**src/rtl/lcd_char_pkg.sv**
```systemverilog
package lcd_char_pkg;

  typedef enum logic [2:0] {
    ST_INIT, ST_IDLE, ST_CMD, ST_FETCH, ST_GLYPH, ST_ADDR
  } ctl_state_e;

  typedef enum logic [1:0] {
    BW_IDLE, BW_SETUP, BW_PULSE, BW_HOLD
  } bw_state_e;

  localparam int INIT_LEN  = 8;
  localparam int GLYPH_H   = 8;
  localparam int ROW_BITS  = $clog2(GLYPH_H);

  // panel configuration: bias, segment dir, common dir, power, regulator, volume pair, display on
  function automatic logic [7:0] init_word(input logic [2:0] idx);
    case (idx)
      3'd0:    return 8'hA2;
      3'd1:    return 8'hA0;
      3'd2:    return 8'hC8;
      3'd3:    return 8'h2F;
      3'd4:    return 8'h26;
      3'd5:    return 8'h81;
      3'd6:    return 8'h1C;
      default: return 8'hAF;
    endcase
  endfunction

  // computed placeholder font: row k is the code rotated left by k
  function automatic logic [7:0] glyph_byte(input logic [7:0] code, input logic [2:0] k);
    logic [15:0] dbl;
    dbl = {code, code} << k;
    return dbl[15:8];
  endfunction

endpackage

```
**src/rtl/glyph_rom.sv**
```systemverilog
module glyph_rom
  import lcd_char_pkg::*;
#(
  parameter int CODE_W = 8
) (
  input  logic                         clk_i,
  input  logic [CODE_W+ROW_BITS-1:0]   addr_i,
  output logic [7:0]                   q_o
);
  localparam int ADDR_W = CODE_W + ROW_BITS;

  logic [7:0] q_q;

  // codes with the top bit set are outside the font and read as blank
  always_ff @(posedge clk_i) begin
    if (addr_i[ADDR_W-1]) q_q <= 8'h00;
    else q_q <= glyph_byte(8'(addr_i[ADDR_W-1:ROW_BITS]), addr_i[ROW_BITS-1:0]);
  end

  assign q_o = q_q;
endmodule

```
**src/rtl/bus_writer.sv**
```systemverilog
module bus_writer
  import lcd_char_pkg::*;
#(
  parameter int SETUP_CYC = 2,
  parameter int PULSE_CYC = 3,
  parameter int HOLD_CYC  = 2
) (
  input  logic       clk_i,
  input  logic       rst_ni,
  input  logic       start_i,
  input  logic       rs_i,
  input  logic [7:0] db_i,
  output logic       ready_o,
  output logic       done_o,
  output logic       e_o,
  output logic       rs_o,
  output logic [7:0] db_o
);
  localparam int MAX_A = (SETUP_CYC > PULSE_CYC) ? SETUP_CYC : PULSE_CYC;
  localparam int MAX_C = (MAX_A > HOLD_CYC) ? MAX_A : HOLD_CYC;
  localparam int CNT_W = $clog2(MAX_C + 1);

  bw_state_e        st_q;
  logic [CNT_W-1:0] cnt_q;
  logic             e_q, rs_q, done_q;
  logic [7:0]       db_q;

  always_ff @(posedge clk_i or negedge rst_ni) begin
    if (!rst_ni) begin
      st_q   <= BW_IDLE;
      cnt_q  <= '0;
      e_q    <= 1'b0;
      rs_q   <= 1'b0;
      db_q   <= 8'h00;
      done_q <= 1'b0;
    end else begin
      done_q <= 1'b0;
      case (st_q)
        BW_IDLE: if (start_i) begin
          rs_q  <= rs_i;
          db_q  <= db_i;
          cnt_q <= '0;
          st_q  <= BW_SETUP;
        end
        BW_SETUP: if (cnt_q == CNT_W'(SETUP_CYC - 1)) begin
          cnt_q <= '0;
          e_q   <= 1'b1;
          st_q  <= BW_PULSE;
        end else cnt_q <= cnt_q + 1'b1;
        BW_PULSE: if (cnt_q == CNT_W'(PULSE_CYC - 1)) begin
          cnt_q <= '0;
          e_q   <= 1'b0;
          st_q  <= BW_HOLD;
        end else cnt_q <= cnt_q + 1'b1;
        default: if (cnt_q == CNT_W'(HOLD_CYC - 1)) begin
          cnt_q  <= '0;
          done_q <= 1'b1;
          st_q   <= BW_IDLE;
        end else cnt_q <= cnt_q + 1'b1;
      endcase
    end
  end

  assign ready_o = (st_q == BW_IDLE);
  assign done_o  = done_q;
  assign e_o     = e_q;
  assign rs_o    = rs_q;
  assign db_o    = db_q;

  assert_bus_stable_in_pulse_R8: assert property (@(posedge clk_i) disable iff (!rst_ni)
    e_q |-> ($stable(db_q) && $stable(rs_q)));

  assert_no_strobe_when_idle_R8: assert property (@(posedge clk_i) disable iff (!rst_ni)
    ready_o |-> !e_q);
endmodule

```
**src/rtl/cursor_track.sv**
```systemverilog
module cursor_track #(
  parameter int COLS    = 132,
  parameter int PAGES   = 8,
  parameter int GLYPH_W = 8
) (
  input  logic                      clk_i,
  input  logic                      rst_ni,
  input  logic                      adv_i,
  output logic [$clog2(COLS)-1:0]   col_o,
  output logic [$clog2(PAGES)-1:0]  page_o,
  output logic                      wrap_o
);
  localparam int COL_W  = $clog2(COLS);
  localparam int PAGE_W = $clog2(PAGES);

  logic [COL_W-1:0]  col_q;
  logic [PAGE_W-1:0] page_q;

  // the next advance leaves fewer than GLYPH_W columns
  assign wrap_o = (int'(col_q) + 2 * GLYPH_W) > COLS;

  always_ff @(posedge clk_i or negedge rst_ni) begin
    if (!rst_ni) begin
      col_q  <= '0;
      page_q <= '0;
    end else if (adv_i) begin
      if (wrap_o) begin
        col_q  <= '0;
        page_q <= (page_q == PAGE_W'(PAGES - 1)) ? '0 : page_q + 1'b1;
      end else begin
        col_q <= col_q + COL_W'(GLYPH_W);
      end
    end
  end

  assign col_o  = col_q;
  assign page_o = page_q;

  assert_col_in_range_R6: assert property (@(posedge clk_i) disable iff (!rst_ni)
    (int'(col_q) + GLYPH_W) <= COLS);

  assert_col_step_R6: assert property (@(posedge clk_i) disable iff (!rst_ni)
    (adv_i && !wrap_o) |=> (int'(col_q) == int'($past(col_q)) + GLYPH_W));

  assert_page_return_R7: assert property (@(posedge clk_i) disable iff (!rst_ni)
    (adv_i && wrap_o && page_q == PAGE_W'(PAGES - 1)) |=> (page_q == '0 && col_q == '0));
endmodule

```
**src/rtl/lcd_char_ctrl.sv**
```systemverilog
module lcd_char_ctrl
  import lcd_char_pkg::*;
#(
  parameter int SETUP_CYC = 2,
  parameter int PULSE_CYC = 3,
  parameter int HOLD_CYC  = 2,
  parameter int COLS      = 132,
  parameter int PAGES     = 8
) (
  input  logic       clk_i,
  input  logic       rst_ni,
  input  logic       en_i,
  input  logic       cmd_i,
  input  logic [7:0] byte_i,
  output logic       busy_o,
  output logic       lcd_rs_o,
  output logic       lcd_rw_o,
  output logic       lcd_e_o,
  output logic [7:0] lcd_db_o
);
  localparam int COL_W  = $clog2(COLS);
  localparam int PAGE_W = $clog2(PAGES);
  localparam int PTR_W  = 8 + ROW_BITS;

  ctl_state_e        st_q;
  logic              issued_q;
  logic [2:0]        init_idx_q;
  logic [1:0]        addr_idx_q;
  logic [7:0]        code_q;
  logic [PTR_W-1:0]  ptr_q;

  logic              bw_start, bw_rs, bw_ready, bw_done;
  logic [7:0]        bw_db, rom_q, col8, page8;
  logic [COL_W-1:0]  col;
  logic [PAGE_W-1:0] page;
  logic              wrap, adv, last_row, issuing;

  assign last_row = (ptr_q[ROW_BITS-1:0] == ROW_BITS'(GLYPH_H - 1));
  assign adv      = (st_q == ST_GLYPH) && bw_done && last_row;
  assign col8     = 8'(col);
  assign page8    = 8'(page);
  assign issuing  = (st_q == ST_INIT) || (st_q == ST_CMD) ||
                    (st_q == ST_GLYPH) || (st_q == ST_ADDR);
  assign bw_start = issuing && bw_ready && !issued_q;
  assign bw_rs    = (st_q == ST_GLYPH);

  always_comb begin
    case (st_q)
      ST_INIT:  bw_db = init_word(init_idx_q);
      ST_CMD:   bw_db = code_q;
      ST_GLYPH: bw_db = rom_q;
      ST_ADDR: begin
        case (addr_idx_q)
          2'd0:    bw_db = 8'hB0 | page8;
          2'd1:    bw_db = 8'h10 | {4'h0, col8[7:4]};
          default: bw_db = {4'h0, col8[3:0]};
        endcase
      end
      default:  bw_db = 8'h00;
    endcase
  end

  always_ff @(posedge clk_i or negedge rst_ni) begin
    if (!rst_ni) begin
      st_q       <= ST_INIT;
      issued_q   <= 1'b0;
      init_idx_q <= '0;
      addr_idx_q <= '0;
      code_q     <= 8'h00;
      ptr_q      <= '0;
    end else begin
      if (bw_start) issued_q <= 1'b1;
      else if (bw_done) issued_q <= 1'b0;
      case (st_q)
        ST_INIT: if (bw_done) begin
          if (init_idx_q == 3'(INIT_LEN - 1)) begin
            addr_idx_q <= '0;
            st_q       <= ST_ADDR;
          end else init_idx_q <= init_idx_q + 1'b1;
        end
        ST_IDLE: if (en_i) begin
          code_q <= byte_i;
          if (cmd_i) st_q <= ST_CMD;
          else begin
            ptr_q <= {byte_i, {ROW_BITS{1'b0}}};
            st_q  <= ST_FETCH;
          end
        end
        ST_CMD: if (bw_done) st_q <= ST_IDLE;
        ST_FETCH: st_q <= ST_GLYPH;
        ST_GLYPH: if (bw_done) begin
          if (last_row) begin
            addr_idx_q <= '0;
            st_q       <= wrap ? ST_ADDR : ST_IDLE;
          end else begin
            ptr_q <= ptr_q + 1'b1;
            st_q  <= ST_FETCH;
          end
        end
        ST_ADDR: if (bw_done) begin
          if (addr_idx_q == 2'd2) st_q <= ST_IDLE;
          else addr_idx_q <= addr_idx_q + 1'b1;
        end
        default: st_q <= ST_INIT;
      endcase
    end
  end

  glyph_rom #(.CODE_W(8)) u_rom (
    .clk_i  (clk_i),
    .addr_i (ptr_q),
    .q_o    (rom_q)
  );

  bus_writer #(
    .SETUP_CYC (SETUP_CYC),
    .PULSE_CYC (PULSE_CYC),
    .HOLD_CYC  (HOLD_CYC)
  ) u_bus (
    .clk_i   (clk_i),
    .rst_ni  (rst_ni),
    .start_i (bw_start),
    .rs_i    (bw_rs),
    .db_i    (bw_db),
    .ready_o (bw_ready),
    .done_o  (bw_done),
    .e_o     (lcd_e_o),
    .rs_o    (lcd_rs_o),
    .db_o    (lcd_db_o)
  );

  cursor_track #(
    .COLS    (COLS),
    .PAGES   (PAGES),
    .GLYPH_W (GLYPH_H)
  ) u_cursor (
    .clk_i  (clk_i),
    .rst_ni (rst_ni),
    .adv_i  (adv),
    .col_o  (col),
    .page_o (page),
    .wrap_o (wrap)
  );

  assign busy_o   = (st_q != ST_IDLE);
  assign lcd_rw_o = 1'b0;

  assert_quiet_when_idle_R2: assert property (@(posedge clk_i) disable iff (!rst_ni)
    !busy_o |-> !lcd_e_o);

  assert_code_held_while_busy_R9: assert property (@(posedge clk_i) disable iff (!rst_ni)
    (busy_o && $past(busy_o)) |-> $stable(code_q));

  assert_data_only_from_glyph_R4: assert property (@(posedge clk_i) disable iff (!rst_ni)
    (lcd_e_o && lcd_rs_o) |-> (st_q == ST_GLYPH));
endmodule

```
**config.mk**
```make
export PLATFORM = sky130hd
export DESIGN_NAME = lcd_char_ctrl
export DESIGN_NICKNAME = d
export VERILOG_FILES = /design/src/rtl/lcd_char_pkg.sv /design/src/rtl/glyph_rom.sv /design/src/rtl/bus_writer.sv /design/src/rtl/cursor_track.sv /design/src/rtl/lcd_char_ctrl.sv
export SDC_FILE = /design/constraint.sdc
export NUM_CORES = 1
export LEC_CHECK = 0
export BUFFER_PORTS_ARGS = -buffer_cell sky130_fd_sc_hd__buf_2
export CAP_MARGIN = 40
export CORE_UTILIZATION = 50
export CTS_BUF_LIST = sky130_fd_sc_hd__clkbuf_4
export CTS_CLUSTER_SIZE = 20
export DETAILED_ROUTE_END_ITERATION = 8
export PLACE_DENSITY_LB_ADDON = 0.25
export REMOVE_ABC_BUFFERS = 1
export SYNTH_ARGS = -nofsm -noshare
export SYNTH_HDL_FRONTEND = slang
export SYNTH_SLANG_ARGS = --single-unit
```
**constraint.sdc**
```tcl
create_clock -name clk_i -period 2.15 [get_ports clk_i]
set_input_delay 0.3225 -clock clk_i [delete_from_list [all_inputs] [get_ports clk_i]]
set_output_delay 0.3225 -clock clk_i [all_outputs]
set_load 0.1 [all_outputs]
```
[Word-level counts from Yosys, hierarchy flattened]
Index checks and enable logic that the tools add are counted.
Cells by class
  shifts and indexed selects: 1
  equality and inequality tests: 35
  reductions and logical operators: 27
  bitwise gates (word level): 1
  magnitude comparators: 1
  $add $sub $neg: 7
  muxes and demuxes: 44
Operator list (number)
  $pmux W8 S7: 1
  $mux W11: 4
  $gt A32 B9 Y1 const B: 1
  $pmux W8 S4: 1
  $mux W3: 10
  $mux W2: 13
  $eq A3 B3 Y1 const B: 8
  $pmux W11 S2: 1
  $pmux W3 S6: 1
  $pmux W8 S2: 1
  $shl A16 B3 Y16: 1
  $ne A2 B1 Y1 const B: 7
  $ne A2 B2 Y1 const B: 7
  $reduce_and A7 Y1: 2
  $eq A3 B2 Y1 const B: 4
  $pmux W2 S3: 2
  $add A11 B1 Y11 const B: 1
  $add A8 B5 Y9 const B: 1
  $add A8 B4 Y8 const B: 1
  $mux W8: 1
  $mux W1: 7
  $add A3 B1 Y3 const B: 2
  $eq A2 B1 Y1 const B: 3
  $eq A2 B2 Y1 const B: 3
  other kinds (18): 33
Word-level totals
  register bits after elaboration: 62
  logic and storage cells: 131
  output and inout bits: 12

[Logic depth before layout (Yosys ltp)]
Gate-level depths: netlist (run 1).
  word-level depth: 8
  depth in mapped cells: 9
  depth with buffers taken out: 7

[Cells and area by module]
From an unflattened synthesis (run 1), not the netlist that was laid out.
Second synthesis, totals
  cells, all modules: 373
  area total of the unflattened synthesis: 3677.3 um^2
Modules (own cells, without submodules)
  lcd_char_ctrl: seq. area each 700.7 um^2, area an instance 1930.6 um^2, cells an instance 215, times used 1
  bus_writer: seq. area each 375.4 um^2, area an instance 698.2 um^2, cells an instance 55, times used 1
  cursor_track: seq. area each 200.2 um^2, area an instance 528.0 um^2, cells an instance 51, times used 1
  glyph_rom: seq. area each 160.2 um^2, area an instance 520.5 um^2, cells an instance 52, times used 1

[Worst setup path before layout (run 1)]
No wires, ideal clock.
  kind: flip-flop to output port
  start: register st_q[0]
  end: output busy_o
  path slack: 379 ps
  arrival time: 1448 ps
  cell stages (with the launch flop): 4
  path buffers: 2
  path through: dfrtp_1 > buf_2 > buf_1 > nand2_1
Between the ends
  cells in the longest elaborated chain, start to end: 1
RTL lines
  from (decl): line lcd_char_ctrl.sv:25  | ctl_state_e st_q;
  from (signal assigned): line lcd_char_ctrl.sv:94  | st_q <= wrap ? ST_ADDR : ST_IDLE;
  $ne A3 B1 Y1: line lcd_char_ctrl.sv:145  | assign busy_o = (st_q != ST_IDLE);
  to (decl): line lcd_char_ctrl.sv:15  | output logic busy_o,
No other way between the ends.

[Final worst setup path (run 1)]
  start: register u_bus.st_q[0]
  end: register u_bus.st_q[1]
Between the ends
  cells in the longest elaborated chain, start to end: 5
  elaborated cells on any way between the ends: 11
  those cells by class: 5 x eq/ne; 1 x mux; 5 x reduce/logical
RTL lines
  from (decl): line bus_writer.sv:23  | bw_state_e st_q;
  from (signal assigned): line bus_writer.sv:30  | st_q <= BW_IDLE;
  from (signal assigned): line bus_writer.sv:43  | st_q <= BW_SETUP;
  from (signal assigned): line bus_writer.sv:48  | st_q <= BW_PULSE;
  $logic_not A2 Y1: line bus_writer.sv:38, bus_writer.sv:64
  $logic_and A1 B1 Y1 (2 in series): line lcd_char_ctrl.sv:44  | assign bw_start = issuing && bw_ready && !issued_q;
  $ne A2 B2 Y1 (no source line)
  $reduce_and A4 Y1 (no source line)
Parallel ways exist; a longest one is shown, timed or not.
A chain may end at the register's enable or synchronous reset.

==> out/metrics.cfg, run 1 <==
[clock_tree]
cts_root_buffer = clkbuf_4
htreeDepth = 3
cts_max_path_buffers = 2
postCtsSetupRepairBufs = 0
clk_pin_slew_ps = 110
post_cts_resized = 0
ctsHoldBuffers = 0
clock-sinks = 59
numCtsBuffers = 9
cts_tree = done
insertion_delay_ps = 400

[power_and_ir_drop]
powerDensity_mw_per_mm2 = 528
peakVddDrop_v = 0.000412
p_leak_uw = 0.00180

[synth]
synth_cell_type_count = 56
synth_ff_type = dfrtp_1
synthArstFlopShare_pct = 86.4
netlist_instances = 382
synth-seq-cells = 59
yosys_warnings = 0
syn-cell-area_mm2 = 0.00358
syn_area_per_cell_um2 = 9.38
ys_seq_area_share_pct = 40.1
synth_edf_count = 0

[drt]
final_antenna_net_count = 0
vias_per_cell = 5.81
drc = 0
dr.pass1.iters = 4
routedWlPerCell_um = 15.3
num_vias = 2919
drtIter0Drc = 122
drt_wl_total_um = 7660

[status]
status = complete, no violations

[finish]
regArea_mm2 = 0.00144
stdcell_area_mm2 = 0.00393
drive_above_1_share_pct = 18.2
fin_util_pct = 57.2
syn2layout_area_growth_pct = 9.64
final_cell_mix = 51 x dfrtp_1, 38 x nand2_1, 34 x nor2_1
multi_input_area_mm2 = 0.00197
fill_cells = 626
fin_nets = 433
antennaDiodeCount = 0
layout_commonest_cell = dfrtp_1

[placed_design]
place_ws_ps = 232
dp_hpwl_um = 5460
numPortBuffers = 22
place_congestion = 0.883
placed_area_mm2 = 0.00378

[setup_path]
endpoint_kind = flop
cp_data_required_time_ps = 2450
startpoint_type = flop
critPathArrivalTime_ps = 2240
critPathKind = reg -> reg
crit_fanout = 9

[sta]
holdWs_ps = 10.5
final-max-slew-violation-count = 0
rsz0062_at_grt = false
fin_skew_ps = 14.0
period_share_pct = 90.3
clock.fmax_ghz = 0.515
hold_viol = 0
max_slew_margin_pct = 55.6
min_period_ps = 1940
report.final.setup_viol = 0
tightest_slew_ps = 667
setup_tns_ps = 0
setup_slack_ps = 209

[run]
maxCapViolations = 0

[hold_path]
hold_class = in -> async

[die]
coreArea_mm2 = 0.00687
die_y_um = 86.7
initial_core_util_pct = 52.2
design.portCount = 24
die_w_um = 86.7
fp-row-count = 30
dieArea_mm2 = 0.00751

[global_routing]
grt_pass1_vias = 2765
grt_max_degree = 52
track_usage_pct = 22.6
antenna_found_initial = 0
grt_pass1_wl_um = 13100
grt-ovfl-total = 0

registers in the layout (all words and copies together), names as in the netlist:
signal and flops:
ptr_q 11, code_q 8, u_bus.db_o 8, u_rom.q_o 8, u_cursor.col_o 5, init_idx_q 3
st_q 3, u_cursor.page_o 3, addr_idx_q 2, u_bus.cnt_q 2, u_bus.st_q 2, issued_q 1
u_bus.done_o 1, u_bus.e_o 1, u_bus.rs_o 1
cells by family after synthesis:
| kind of cell | after synthesis | share of synthesized area, % |
|---|---|---|
| AOI/OAI and AO/OA | 103 | 18.1 |
| xor gates and xnor gates | 1 | 0.244 |
| adders and majority gates | 20 | 6.98 |
| buffers and inverters | 40 | 4.85 |
| DFF | 59 | 40.1 |
| muxes | 33 | 12.5 |
| other | 1 | 0.105 |
| and+or+nand+nor | 125 | 17.1 |
power breakdown:
part	internal (µW)	switching [µW]	total, µW
Combinational	53.6	68.7	122
Clock	359	449	808
Sequential	1130	17.7	1150
per-stage QoR:
stage | power (µW) | std cells
3_3_place_gp | 1290 | 486
4_1_cts | 2110 | 502
3_5_place_dp | 1290 | 486
2_1_floorplan | 1240 | 356
5_1_grt | 2170 | 502
6_report | 2080 | 502
Yosys cell counts (3+ instances only):
| library cell | instances | share of area [%] |
|---|---|---|
| nor2_1 | 34 | 3.6 |
| ha_1 | 20 | 7.0 |
| clkbuf_1 | 9 | 0.94 |
| o22ai_1 | 5 | 0.87 |
| nand3_1 | 11 | 1.5 |
| mux4_2 | 8 | 5.0 |
| mux2i_1 | 11 | 3.1 |
| nor2b_1 | 7 | 1.2 |
| a31oi_1 | 8 | 1.4 |
| dfrtp_1 | 51 | 36 |
| o31ai_1 | 3 | 0.63 |
| nand3b_1 | 3 | 0.63 |
| mux2_2 | 12 | 3.8 |
| o21ai_0 | 33 | 4.6 |
| nand2_1 | 38 | 4.0 |
| o22a_1 | 4 | 0.98 |
| a22oi_1 | 5 | 1.0 |
| nand2b_1 | 7 | 1.2 |
| and3_1 | 4 | 0.70 |
| a21o_1 | 4 | 0.84 |
| nor3_1 | 6 | 0.84 |
| a21oi_1 | 22 | 3.1 |
| inv_1 | 14 | 1.5 |
| buf_2 | 13 | 1.8 |
| dfxtp_1 | 8 | 4.5 |
routing by layer:
metal | vias to the layer above | track usage (%) | wire length (µm) | share of wire, %
met5 | - | 0 | 0 | 0
met4 | 0 | 7.12 | 127 | 1.7
met3 | 12 | 5.33 | 340 | 4.4
met2 | 70 | 37.3 | 3610 | 47
met1 | 1410 | 29.4 | 3580 | 47
li1 | 1427 | - | - | -
final timing paths:
kind	endpoint	cells after the start	startpoint	slack, ps
setup / recovery	u_bus.st_q[1]	7	u_bus.st_q[0]	210
hold / removal	u_bus.cnt_q[0]	2	rst_ni	10
setup reg to reg	u_bus.st_q[1]	7	u_bus.st_q[0]	210
hold reg to reg	u_bus.db_o[1]	2	u_bus.db_o[1]	480
max in group asynchronous	u_cursor.col_o[3]	2	rst_ni	1670
min in group clk_i	code_q[7]	2	byte_i[7]	170
critical path: stages, from the launching register on:
cell and delay, ps:
dfrtp_1 420, inv_1 110, ha_1 300, nor2b_1 200, nand3_1 140, nor3_1 200, a211o_1 150, mux2_1 320
final cells by class:
| cell class | instances | area share (%) |
|---|---|---|
| well taps | 96 | 3.06 |
| clock buffers | 9 | 1.72 |
| flip-flops and latches | 59 | 36.6 |
| repair buffers | 34 | 5.10 |
| multi-input cells | 283 | 50.2 |
| inverters | 14 | 1.34 |
| clock inverters | 7 | 2.01 |
Note: power is estimated with default switching activity, not from simulation.
==> run 2: changes to the inputs <==
--- a/config.mk
+++ b/config.mk
@@ -7,7 +7,7 @@
 export LEC_CHECK = 0
 export BUFFER_PORTS_ARGS = -buffer_cell sky130_fd_sc_hd__buf_2
 export CAP_MARGIN = 40
-export CORE_UTILIZATION = 50
+export CORE_UTILIZATION = 35
 export CTS_BUF_LIST = sky130_fd_sc_hd__clkbuf_4
 export CTS_CLUSTER_SIZE = 20
 export DETAILED_ROUTE_END_ITERATION = 8
@@ -15,4 +15,5 @@
 export REMOVE_ABC_BUFFERS = 1
 export SYNTH_ARGS = -nofsm -noshare
 export SYNTH_HDL_FRONTEND = slang
+export SYNTH_HIERARCHICAL = 1
 export SYNTH_SLANG_ARGS = --single-unit
==> run 2 against run 1 <==
  * Combinational power grew to 27 times the previous value
  * Routed wire length is 11% higher
  * Via count is 0.24% lower
  * Sequential share of layout area is 2.3 points lower
  * Final cell count is 9.0% higher
  * Hold slack better by 150 ps
  * Flip-flop and latch count stayed put
  * Critical path type unchanged
  * Clock skew is 1.9 ps lower
  * Die area is 45% higher
  * Highest routed layer unchanged
==> out/metrics.cfg, run 2 <==
[synth]
ys_seq_area_share_pct = 39.1  ; -1.0 points
synth_common_cells = 51 x dfrtp_1, 28 x a21oi_1, 23 x ha_1, 23 x inv_1, 23 x mux2_2
netlist_top_cells_area = dfrtp_1 35%, ha_1 7.8%, mux2_2 7.0%
yosys_warnings = 6  ; +6
synth_top_area_share_pct = 34.7  ; -0.91 points
syn-cell-area_mm2 = 0.00368  ; +2.6%
synth_cell_type_count = 62  ; +11%
yosysTopAreaCell = dfrtp_1
synth_edf_count = 0  ; unchanged
netlist_instances = 373  ; -2.4%
synthArstFlopShare_pct = 86.4  ; unchanged
synth.most_common_cell = dfrtp_1
synth_ff_type = dfrtp_1
synth-seq-cells = 59  ; unchanged
syn_area_per_cell_um2 = 9.86  ; +5.1%

[drt]
drc = 0  ; unchanged
final_antenna_net_count = 0  ; unchanged
drtIter0Drc = 141  ; +16%
vias_per_cell = 5.32  ; -8.4%
drt_wl_total_um = 8510  ; +11%
routedWlPerCell_um = 15.6  ; +2.0%
num_vias = 2912  ; -0.24%
dr.pass1.iters = 5  ; +1

[global_routing]
grt-ovfl-total = 0  ; unchanged
track_usage_pct = 16.5  ; -6.1 points
grt_pass1_wl_um = 14100  ; +7.2%
antenna_found_initial = 0  ; unchanged
grt_max_degree = 30  ; -42%
grt_pass1_vias = 2821  ; +2.0%

[sta]
tightest_slew_ps = 585  ; -81.3 ps
holdWs_ps = 159  ; +148 ps
setup_slack_ps = 228  ; +18.8 ps
final-max-slew-violation-count = 0  ; unchanged
fin_skew_ps = 12.0  ; -1.93 ps
setup_tns_ps = 0  ; unchanged
min_period_ps = 1920  ; -18.8 ps
hold_viol = 0  ; unchanged
rsz0062_at_grt = false
max_slew_margin_pct = 60.7  ; +5.1 points
period_share_pct = 89.4  ; -0.88 points
report.final.setup_viol = 0  ; unchanged
clock.fmax_ghz = 0.520  ; +0.98%

[finish]
final_cell_mix = 51 x dfrtp_1, 28 x a21oi_1, 23 x inv_1, 23 x mux2_2, 23 x ha_1
largest_reg_flops = 11  ; unchanged
multi_input_area_mm2 = 0.00203  ; +3.0%
drive_above_1_share_pct = 24.6  ; +6.3 points
regArea_mm2 = 0.00144  ; unchanged
fin_nets = 441  ; +1.8%
regMostFlops = ptr_q
fin_util_pct = 40.8  ; -16 points
layout_commonest_cell = dfrtp_1
antennaDiodeCount = 0  ; unchanged
fill_cells = 1051  ; +68%
syn2layout_area_growth_pct = 13.9

[clock_tree]
htreeDepth = 3  ; unchanged
postCtsSetupRepairBufs = 0  ; unchanged
clk_pin_slew_ps = 110  ; about the same
numCtsBuffers = 9  ; unchanged
clock-sinks = 59  ; unchanged
cts_max_path_buffers = 2  ; unchanged
cts_tree = done
cts_root_buffer = clkbuf_4
insertion_delay_ps = 410  ; about the same

[die]
die_y_um = 105  ; +21%
dieArea_mm2 = 0.0109  ; +45%
initial_core_util_pct = 35.8  ; -16 points
fp-row-count = 37  ; +23%
design.portCount = 24  ; unchanged
coreArea_mm2 = 0.0103  ; +50%
die_w_um = 105  ; +21%

[hold_path]
hold_class = in -> reg
hold_depth = 2

[power_and_ir_drop]
p_leak_uw = 0.00188  ; +4.4%
switching_power_uw = 2900  ; +440%
p_sw_share_pct = 46.4  ; +21 points
combPwrFrac_pct = 52.0  ; +46 points
p_clk_share_pct = 17.0  ; -22 points
powerDensity_mw_per_mm2 = 1490  ; +180%
p_int_uw = 3350  ; +120%
sequentialPowerShare_pct = 31.0  ; -24 points
peakVddDrop_v = 0.000702  ; +70%
power_uw = 6250  ; +200%

[placed_design]
place_ws_ps = 153  ; -78.6 ps
dp_hpwl_um = 6350  ; +16%
numPortBuffers = 22  ; unchanged
place_congestion = 0.810  ; -8.3%

[setup_path]
startpoint_type = flop
r2r_slack_ps = 230  ; +20 ps
endpoint_kind = flop
critPathArrivalTime_ps = 2220  ; -20 ps
critPathKind = reg -> reg
ff2ff_path_depth = 5  ; -2
cp_data_required_time_ps = 2450  ; about the same
crit_fanout = 10  ; +1

[status]
status = complete, no violations

[run]
maxCapViolations = 0  ; unchanged

[run 2: cell types whose count changed after synthesis, moves of 8 or more]
cell	previous run	this run
o21ai_0	33	22
nor2_1	34	17
mux4_2	8	0
nand2_1	38	20
inv_1	14	23
mux2_2	12	23
buf_2	13	2
[run 2: final timing paths]
kind | start | to
min in group asynchronous | rst_ni | addr_idx_q[0]
worst max-delay path | st_q[2] | init_idx_q[2]
worst min-delay path | byte_i[1] | code_q[1]
worst max register to register | st_q[2] | init_idx_q[2]
worst min register to register | issued_q | issued_q
max in group asynchronous | rst_ni | code_q[7]
[run 2: layout make-up]
class | instances | area share, %
inverter | 24 | 2.15
multi-input combinational | 271 | 48.5
sequential | 59 | 34.3
timing repair buffer | 41 | 6.39
clock buffer | 9 | 1.61
tap | 136 | 4.06
clock inverter | 7 | 2.99
[run 2: cell families (layout without fill, tap and decap cells)]
| logic type | after synthesis | count (layout) | share of synthesized area [%] |
|---|---|---|---|
| AO/OA/AOI/OAI | 110 | 110 | 20.0 |
| other | 2 | 4 | 0.204 |
| multiplexers | 41 | 41 | 12.8 |
| buffers and inverters | 45 | 81 | 6.02 |
| flip-flops | 59 | 59 | 39.1 |
| adder cells (fa/ha/maj) | 23 | 23 | 7.83 |
| AND/OR/NAND/NOR | 88 | 88 | 12.9 |
| XOR/XNOR | 5 | 5 | 1.19 |
[run 2: metrics by stage]
step / instance area (µm²) / instances
final: 4190 / 547
after global routing: 4190 / 547
after CTS: 4180 / 547
after detailed placement: 3980 / 530
after global placement: 3980 / 530
after floorplan: 3550 / 354
[run 2: critical path, cell delays in order (launching register included)]
cell	delay, ps
dfrtp_1	390
buf_4	170
buf_4	180
nor3_1	470
nand3b_1	290
mux2_2	330
[run 2: power by group through the flow]
stage | sequential [µW] | combinational [µW] | clock, µW
2_1_floorplan | 2540 | 1810 | 0
3_5_place_dp | 1960 | 3220 | 0
4_1_cts | 1940 | 3250 | 1090
5_1_grt | 2000 | 3550 | 1120
6_report | 1940 | 3250 | 1060
3_3_place_gp | 1950 | 3180 | 0
[run 2: metal layers]
metal / up-vias / track usage, % / share of wire [%]
met1: 1417 / 21.9 / 48
met2: 52 / 26.6 / 47
met4: 0 / 6.12 / 2.1
met3: 15 / 3.07 / 3.2
li1: 1428 / - / -
met5: - / 0 / 0
[run 2: repair_timing]
| action | in CTS | in global routing |
|---|---|---|
| hold buffers | 1 | 0 |
| resized for setup | 0 | 1 |
| endpoints found under the hold margin | 22 | 0 |
| setup endpoints to repair | 0 | 5 |
==> run 3: changes to the inputs <==
--- a/config.mk
+++ b/config.mk
@@ -7,7 +7,7 @@
 export LEC_CHECK = 0
 export BUFFER_PORTS_ARGS = -buffer_cell sky130_fd_sc_hd__buf_2
 export CAP_MARGIN = 40
-export CORE_UTILIZATION = 35
+export CORE_UTILIZATION = 40
 export CTS_BUF_LIST = sky130_fd_sc_hd__clkbuf_4
 export CTS_CLUSTER_SIZE = 20
 export DETAILED_ROUTE_END_ITERATION = 8
==> run 3 against run 2 <==
  * The flow now finishes with violations (design-rule violations)
  * First-iteration DRC count shrank 16%
  * Sequential share of layout area increased by 0.56 points
  * Via count decreased by 0.69%
  * Routed wire length fell by 5.1%
  * Power down 3.4%
  * Non-clock buffer count unchanged
  * Global-route usage is 1.6 points higher
  * Utilization grew 6.0 points
  * Flip-flop and latch count did not move
  * Clock power decreased by 14%
  * Clock-buffer cell count unchanged
==> out/metrics.cfg, run 3 (synthesis gave the netlist of run 2 again) <==
[die]
design.portCount = 24  ; unchanged
die_w_um = 97.9  ; -6.3%
coreArea_mm2 = 0.00881  ; -14%
fp-row-count = 34  ; -8.1%
die_y_um = 97.9  ; -6.3%
dieArea_mm2 = 0.00958  ; -12%
initial_core_util_pct = 41.8  ; +6.0 points

[setup_path]
critPathMaxStageDelay_ps = 460  ; about the same
cp_cell_sequence = buf_4, inv_1, nand3b_1, buf_2
crit_fanout = 14  ; +4
r2r_slack_ps = 210  ; -20 ps
startpoint_type = flop
cp_data_required_time_ps = 1830  ; -620 ps
cp_top_family = buffers and inverters
critPathBufInv = 3  ; +1
critPathArrivalTime_ps = 1700  ; -520 ps
critPathKind = reg -> out
crit_slowest_cell = dfrtp_1
endpoint_kind = output pin

[sta]
report.final.setup_viol = 0  ; unchanged
tightest_slew_ps = 541  ; -44.2 ps
rsz0062_at_grt = false
hold_viol = 0  ; unchanged
final-max-slew-violation-count = 0  ; unchanged
period_share_pct = 94.2  ; +4.9 points
setup_tns_ps = 0  ; unchanged
min_period_ps = 2030  ; +104 ps
fin_skew_ps = 17.3  ; +5.27 ps
clock.fmax_ghz = 0.494  ; -5.1%
max_slew_margin_pct = 63.6  ; +3.0 points

[placed_design]
dp.cells = 502  ; -5.3%
place_congestion = 0.882  ; +8.9%
dp_hpwl_um = 5950  ; -6.2%
numPortBuffers = 22  ; unchanged

[global_routing]
antenna_found_initial = 0  ; unchanged
grt-ovfl-total = 0  ; unchanged
grt_max_degree = 52  ; +73%
track_usage_pct = 18.0  ; +1.6 points
grt_pass1_wl_um = 13500  ; -4.0%
grt_pass1_vias = 2713  ; -3.8%

[finish]
final_cell_mix = 51 x dfrtp_1, 28 x a21oi_1, 23 x inv_1, 23 x mux2_2, 23 x ha_1
syn2layout_area_growth_pct = 12.1
largest_reg_flops = 11  ; unchanged
fin_nets = 441  ; unchanged
layout_commonest_cell = dfrtp_1
antennaDiodeCount = 0  ; unchanged
layout.cells.non_filler = 519  ; -5.1%
drive_above_1_share_pct = 24.3  ; -0.24 points
regMostFlops = ptr_q

[clock_tree]
numCtsBuffers = 9  ; unchanged
clk_pin_slew_ps = 110  ; about the same
cts_root_buffer = clkbuf_4
cts_tree = done
clock-sinks = 59  ; unchanged
insertion_delay_ps = 410  ; about the same
htreeDepth = 3  ; unchanged
cts_max_path_buffers = 2  ; unchanged

[drt]
routedWlPerCell_um = 15.6  ; about the same
vias_per_cell = 5.57  ; +4.7%
drtIter0Drc = 119  ; -16%
drc = 1  ; +1
drt_wl_total_um = 8080  ; -5.1%
final_antenna_net_count = 0  ; unchanged
num_vias = 2892  ; -0.69%
dr.pass1.iters = 6  ; +1

[power_and_ir_drop]
powerDensity_mw_per_mm2 = 1470  ; -1.8%
power_uw = 6040  ; -3.4%
p_leak_uw = 0.00186  ; -1.1%
peakVddDrop_v = 0.000816  ; +16%

[run]
maxCapViolations = 0  ; unchanged

[status]
violations = design-rule violations
status = finished, violations left

[hold_path]
hold_class = in -> reg

[run 3: power breakdown]
part	total [µW]	switching, µW	internal, µW
logic	3200	1980	1220
clock network	909	442	467
registers	1930	402	1530
[run 3: what timing repair did]
item                       in CTS  in global routing
resized for setup               0                  1
hold endpoints to repair       51                  0
setup endpoints to repair       0                  3
hold buffers                    1                  0
setup buffers                   0                  0
[run 3: area by class of cell]
class	count	area, µm²
clock buffer	9	67.6
clock inverter	7	92.6
fill	839	4680
inverter	24	90.1
multi-input combinational	271	2030
sequential	59	1440
tap	108	135
timing repair buffer	41	268
[run 3: path summary, 6_finish.rpt]
path / startpoint / depth (start not counted) / end
worst max-delay path: st_q[2] / 4 / busy_o
worst min-delay path: byte_i[1] / 2 / code_q[1]
worst max register to register: ptr_q[0] / 7 / ptr_q[3]
worst min register to register: issued_q / 1 / issued_q
max in group asynchronous: rst_ni / 3 / code_q[7]
min in group asynchronous: rst_ni / 3 / ptr_q[1]
[run 3: through the flow]
step                instance area (µm²)  hold WS, ps  utilization, %  setup slack [ps]
detailed placement                 3950          342            44.8               165
global placement                   3950          341            44.8               185
finish                             4120          161            46.8               124
CTS                                4120          132            46.7               103
floorplan                          3550         26.9               -              -276
global route                       4120          122            46.8              30.8
[run 3: routing by layer]
metal	vias to the layer above	routed length, µm	global-route usage, %
met5	-	0	0
met4	0	65	5.01
met3	6	319	4.72
met2	47	3800	28.0
met1	1425	3900	24.9
li1	1414	-	-
[run 3: worst register-to-register path: stages, from the launching register on]
cell,delay (ps)
dfrtp_1,410
ha_1,230
ha_1,270
nand4bb_1,240
a21oi_2,280
buf_4,230
a21oi_1,80
a31oi_1,140
